**src/rtl/lcdt_pkg.sv**
```systemverilog
package lcdt_pkg;

  localparam int IRQ_N  = 3;
  localparam int IRQ_VS = 0;  // frame start
  localparam int IRQ_DS = 1;  // first active line
  localparam int IRQ_LN = 2;  // programmed line match

  // True when lo <= pos < lo + len.
  function automatic logic in_span(input logic [15:0] pos,
                                   input logic [15:0] lo,
                                   input logic [15:0] len);
    logic [16:0] hi;
    hi = {1'b0, lo} + {1'b0, len};
    return ({1'b0, pos} >= {1'b0, lo}) && ({1'b0, pos} < hi);
  endfunction

  // True when lo <= pos < hi.
  function automatic logic in_range(input logic [15:0] pos,
                                    input logic [15:0] lo,
                                    input logic [15:0] hi);
    return (pos >= lo) && (pos < hi);
  endfunction

  // Offset of pos from base, zero when gated off.
  function automatic logic [15:0] rel_pos(input logic [15:0] pos,
                                          input logic [15:0] base,
                                          input logic        on);
    return on ? (pos - base) : 16'd0;
  endfunction

  // Apply programmable polarity: pol=1 active high, pol=0 active low.
  function automatic logic drive_pol(input logic act, input logic pol);
    return pol ? act : ~act;
  endfunction

endpackage

```
**src/rtl/lcdt_hcount.sv**
```systemverilog
module lcdt_hcount #(
  parameter int HW = 12
) (
  input  logic          clk,
  input  logic          rst_n,
  input  logic [HW-1:0] h_sync_end,
  input  logic [HW-1:0] h_disp_start,
  input  logic [HW-1:0] h_active,
  input  logic [HW-1:0] h_total,
  output logic [HW-1:0] hcnt,
  output logic          line_wrap,
  output logic          line_start,
  output logic          hs_act,
  output logic          h_in_act,
  output logic [HW-1:0] h_off
);
  import lcdt_pkg::*;

  assign line_wrap  = (hcnt >= h_total);
  assign line_start = (hcnt == '0);
  assign hs_act     = (hcnt < h_sync_end);
  assign h_in_act   = in_span(16'(hcnt), 16'(h_disp_start), 16'(h_active));
  assign h_off      = HW'(rel_pos(16'(hcnt), 16'(h_disp_start), 1'b1));

  always_ff @(posedge clk) begin
    if (!rst_n)         hcnt <= '0;
    else if (line_wrap) hcnt <= '0;
    else                hcnt <= hcnt + 1'b1;
  end

endmodule

```
**src/rtl/lcdt_vcount.sv**
```systemverilog
module lcdt_vcount #(
  parameter int VW = 11
) (
  input  logic          clk,
  input  logic          rst_n,
  input  logic          line_wrap,
  input  logic          line_start,
  input  logic [VW-1:0] v_sync_end,
  input  logic [VW-1:0] v_disp_start,
  input  logic [VW-1:0] v_irq_line,
  input  logic [VW-1:0] v_total,
  output logic [VW-1:0] vcnt,
  output logic          vs_act,
  output logic          v_in_act,
  output logic [VW-1:0] v_off,
  output logic [lcdt_pkg::IRQ_N-1:0] evt
);
  import lcdt_pkg::*;

  logic frame_wrap;

  assign frame_wrap = line_wrap && (vcnt >= v_total);
  assign vs_act     = (vcnt < v_sync_end);
  assign v_in_act   = in_range(16'(vcnt), 16'(v_disp_start), 16'(v_irq_line));
  assign v_off      = VW'(rel_pos(16'(vcnt), 16'(v_disp_start), 1'b1));

  always_comb begin
    evt         = '0;
    evt[IRQ_VS] = line_start && (vcnt == '0);
    evt[IRQ_DS] = line_start && (vcnt == v_disp_start);
    evt[IRQ_LN] = line_start && (vcnt == v_irq_line);
  end

  always_ff @(posedge clk) begin
    if (!rst_n)          vcnt <= '0;
    else if (frame_wrap) vcnt <= '0;
    else if (line_wrap)  vcnt <= vcnt + 1'b1;
  end

endmodule

```
**src/rtl/lcdt_irq_ctl.sv**
```systemverilog
module lcdt_irq_ctl #(
  parameter int N = lcdt_pkg::IRQ_N
) (
  input  logic         clk,
  input  logic         rst_n,
  input  logic [N-1:0] evt,
  input  logic [N-1:0] clr,
  input  logic [N-1:0] mask,
  output logic [N-1:0] status,
  output logic         irq
);

  // One sticky flop per source; an event on the clearing clock wins.
  for (genvar i = 0; i < N; i++) begin : g_bit
    always_ff @(posedge clk) begin
      if (!rst_n)      status[i] <= 1'b0;
      else if (evt[i]) status[i] <= 1'b1;
      else if (clr[i]) status[i] <= 1'b0;
    end
  end

  assign irq = |(status & mask);

endmodule

```
**src/rtl/lcd_timing_gen.sv**
```systemverilog
module lcd_timing_gen #(
  parameter int HW = 12,
  parameter int VW = 11
) (
  input  logic          clk,
  input  logic          rst_n,
  input  logic [HW-1:0] cfg_h_sync_end,
  input  logic [HW-1:0] cfg_h_disp_start,
  input  logic [HW-1:0] cfg_h_active,
  input  logic [HW-1:0] cfg_h_total,
  input  logic [VW-1:0] cfg_v_sync_end,
  input  logic [VW-1:0] cfg_v_disp_start,
  input  logic [VW-1:0] cfg_v_irq_line,
  input  logic [VW-1:0] cfg_v_total,
  input  logic [1:0]    cfg_sync_pol,
  input  logic [2:0]    irq_mask,
  input  logic [2:0]    irq_clr,
  output logic          hsync,
  output logic          vsync,
  output logic          de,
  output logic [HW-1:0] px_x,
  output logic [VW-1:0] px_y,
  output logic [VW-1:0] line_no,
  output logic [2:0]    irq_status,
  output logic          irq
);
  import lcdt_pkg::*;

  logic [HW-1:0] hcnt;
  logic [HW-1:0] h_off;
  logic [VW-1:0] vcnt;
  logic [VW-1:0] v_off;
  logic          line_wrap;
  logic          line_start;
  logic          hs_act;
  logic          vs_act;
  logic          h_in_act;
  logic          v_in_act;
  logic [IRQ_N-1:0] evt;

  lcdt_hcount #(.HW(HW)) u_h (
    .clk(clk), .rst_n(rst_n),
    .h_sync_end(cfg_h_sync_end), .h_disp_start(cfg_h_disp_start),
    .h_active(cfg_h_active), .h_total(cfg_h_total),
    .hcnt(hcnt), .line_wrap(line_wrap), .line_start(line_start),
    .hs_act(hs_act), .h_in_act(h_in_act), .h_off(h_off)
  );

  lcdt_vcount #(.VW(VW)) u_v (
    .clk(clk), .rst_n(rst_n),
    .line_wrap(line_wrap), .line_start(line_start),
    .v_sync_end(cfg_v_sync_end), .v_disp_start(cfg_v_disp_start),
    .v_irq_line(cfg_v_irq_line), .v_total(cfg_v_total),
    .vcnt(vcnt), .vs_act(vs_act), .v_in_act(v_in_act),
    .v_off(v_off), .evt(evt)
  );

  lcdt_irq_ctl #(.N(IRQ_N)) u_irq (
    .clk(clk), .rst_n(rst_n),
    .evt(evt), .clr(irq_clr), .mask(irq_mask),
    .status(irq_status), .irq(irq)
  );

  assign hsync   = drive_pol(hs_act, cfg_sync_pol[0]);
  assign vsync   = drive_pol(vs_act, cfg_sync_pol[1]);
  assign de      = h_in_act && v_in_act;
  assign px_x    = de ? h_off : '0;
  assign px_y    = de ? v_off : '0;
  assign line_no = vcnt;

endmodule

```
**config.mk**
```make
export PLATFORM = sky130hd
export DESIGN_NAME = lcd_timing_gen
export DESIGN_NICKNAME = d
export VERILOG_FILES = /design/src/rtl/lcdt_pkg.sv /design/src/rtl/lcdt_hcount.sv /design/src/rtl/lcdt_vcount.sv /design/src/rtl/lcdt_irq_ctl.sv /design/src/rtl/lcd_timing_gen.sv
export SDC_FILE = /design/constraint.sdc
export NUM_CORES = 1
export LEC_CHECK = 0
export BUFFER_PORTS_ARGS = -buffer_cell sky130_fd_sc_hd__buf_4
export CAP_MARGIN = 20
export CORE_UTILIZATION = 35
export CTS_CLUSTER_DIAMETER = 30
export DETAILED_ROUTE_END_ITERATION = 8
export PLACE_DENSITY = 0.66
export SETUP_SLACK_MARGIN = 0.2
export SYNTH_ARGS = -nofsm -noshare
export SYNTH_HDL_FRONTEND = slang
export SYNTH_SLANG_ARGS = --single-unit
```
**constraint.sdc**
```tcl
create_clock -name clk -period 6.8 [get_ports clk]
set_input_delay 1.36 -clock clk [delete_from_list [all_inputs] [get_ports clk]]
set_output_delay 1.36 -clock clk [all_outputs]
set_load 0.01 [all_outputs]
```
==> run metrics <==
outcome finished, final reports clean; n_diodes 0; FILL cells 1388; Longest Clk Path Bufs 2; input/output buffers 142; clk root buf clkbuf_16; Cell Area, Synth 0.00476 mm2; HPWL after DPL 11.1 mm; first-iteration detailed-routing DRC count 167; Post-synth top flop dfxtp_1; YS warnings 0; Hold/Removal Path Class flop to flop; number of synthesized flops with an enable pin 0; Peak Freq 159 MHz; DRT Pass-1 Iters 4; first-pass GRT wire length 22.1 mm; die width 119 um; CTS tree built; Clock Latency Late Sink 260 ps; Unique masters post-synth 73; worst min-delay path startpoint u_irq.status[0]; final worst path period share 92.5%; Syn Area/Cell 7.89 um2; fin. max-slew vios 0; Required @ worst endpoint 5440 ps; starting density of the core 36.0%; setup violators final 0; vias in the first global route 4451; final core occ 46.4%; top-area cell type share of the netlist area 27.6%; Die ar. 0.0141 mm2; Pleak 3.25 nW; via count 4744; Die Y 119 um; Hold EP u_irq.status[0]; Arrival @ worst endpoint 4930 ps; Synth Instances 604; R2R depth 8; post-synthesis sequential area ratio 10.9%; share of layout cells above drive strength 1 24.1%; Final ANT Viol Nets 0; total of max-cap violations 0; Via density 5.13; RSZ-0062 raised after global routing false; number of buffers created by CTS 3; worst-margin pin slew 921 ps; Layout area overhead 29.0%; Tot Pwr 711 uW; highest net fanout along the worst path 6; setup_tns 0 ps; Worst Clk Skew 2.49 ps; top cells by area in the synthesized netlist ha_1 (28%), dfxtp_1 (11%), inv_1 (7.2%), a21oi_1 (4.2%), xor2_1 (3.5%); nets@finish 960; final hold vios 0; Synth async-reset ratio 0%; #FFs+latches synth 26; Final Critical Period 6290 ps; r2r endpoint u_h.hcnt[11]; GPL Wtd Cong 0.851; Core Area 0.0132 mm2; largest net degree at the start of global routing 24; Total GRT Usage 19.2%; # DRC 0; P per Cell Area 116 mW/mm2; final WL 13.5 mm; Clock Sinks 26; Synth area leader ha_1; DR WL/cell 14.6 um; hold depth 2; Post-synth top cells ha_1 (105), inv_1 (91), nor2_1 (42); Worst Setup Start Kind input pin; most numerous cell in the Yosys netlist ha_1; hold_buf cts 0; initial antenna violation count 0; Max VDD drop 83.8 uV; CP endpoint kind output port; syn_nets 814; I/O pin cnt 143; relative slew slack 38.0%; r2r startpoint u_h.hcnt[0]; r2r setup slk 4070 ps; grt total ovfl 0; Clock transition at path regs 60 ps; crit path kind input pin to output port; Site Rows 42; # H-tree levels 1
through the flow:
step	hold WS [ps]	setup WS [ps]	instance area, um2	std cells
2_1_floorplan	450	785	4760	604
3_3_place_gp	518	183	6010	917
3_5_place_dp	517	113	6010	917
4_1_cts	528	268	6130	924
5_1_grt	582	234	6140	924
6_report	519	511	6140	924
cell families after synthesis:
logic type	synth area share, %
buf+inv	8.33
compound gates	24.5
flops	10.9
mux	0.420
simple gates	20.8
xor+xnor	6.25
fa+ha+maj	28.8
power by group:
part	internal, mW	leakage (nW)	switching [mW]	total [mW]
clock network	0.0780	0.0370	0.0515	0.129
registers	0.166	0.211	0.0365	0.202
logic	0.182	3.01	0.198	0.380
timing repair:
action / CTS / global route
gates resized for setup: 0 / 5
pin swaps: 0 / 2
setup buffers: 4 / 0
endpoints found under the setup margin: 9 / 24
endpoints found under the hold margin: 0 / 0
area by class of cell:
class / instances / area, um2 / area share [%]
tap: 176 / 220 / 3.58
sequential: 26 / 520 / 8.47
inverter: 91 / 342 / 5.56
clock buffer: 3 / 75.1 / 1.22
timing repair buffer: 148 / 1130 / 18.3
multi-input combinational: 480 / 3860 / 62.8
worst max path at each step:
stage / end / cells past startpoint / from / slack, ps
after global placement: px_x[6] / 18 / cfg_h_disp_start[0] / 180
after CTS: px_x[9] / 18 / cfg_h_disp_start[0] / 270
after global routing: px_x[9] / 18 / cfg_h_disp_start[0] / 230
final: px_x[9] / 17 / cfg_h_disp_start[1] / 510
after detailed placement: px_x[5] / 18 / cfg_h_disp_start[0] / 110
after floorplan: px_x[2] / 16 / cfg_h_disp_start[0] / 790
state kept, by name, indices dropped and copies added (netlist names):
name	cells
u_h.hcnt	12
u_irq.status	3
u_v.vcnt	11
placed cells by master, fill, tap and decap left out, types with 8 or more instances in the layout:
master,Yosys,layout
a21oi_1,40,40
nor2b_1,8,8
xor2_1,19,19
nor3_1,22,22
buf_4,1,146
a211oi_1,12,11
o21ai_0,26,25
nand2_1,23,23
nand3_1,20,20
nand2b_1,8,8
xnor2_1,15,15
nor2_1,42,42
dfxtp_1,26,26
ha_1,105,105
a21o_1,15,15
and3_1,10,10
nand4_1,16,16
o21a_1,8,8
inv_1,91,91
critical path, cell delays in order:
cell and delay, ps:
buf_4 130, ha_1 300, a211oi_1 230, nor2_1 90, or4_1 460, a311oi_2 280
a21oi_1 130, xnor2_1 140, ha_1 220, a2111oi_4 340, o211ai_1 130, a21o_1 180
nand4_2 120, o2111ai_4 180, buf_12 210, nor4_1 250, buf_4 170
metal layers:
layer / wire (um) / track usage [%]
met1: 6230 / 25.6
met2: 6210 / 32.6
met3: 843 / 2.61
met4: 198 / 4.75
met5: 0 / 0
(Power assumes the default switching activity.)
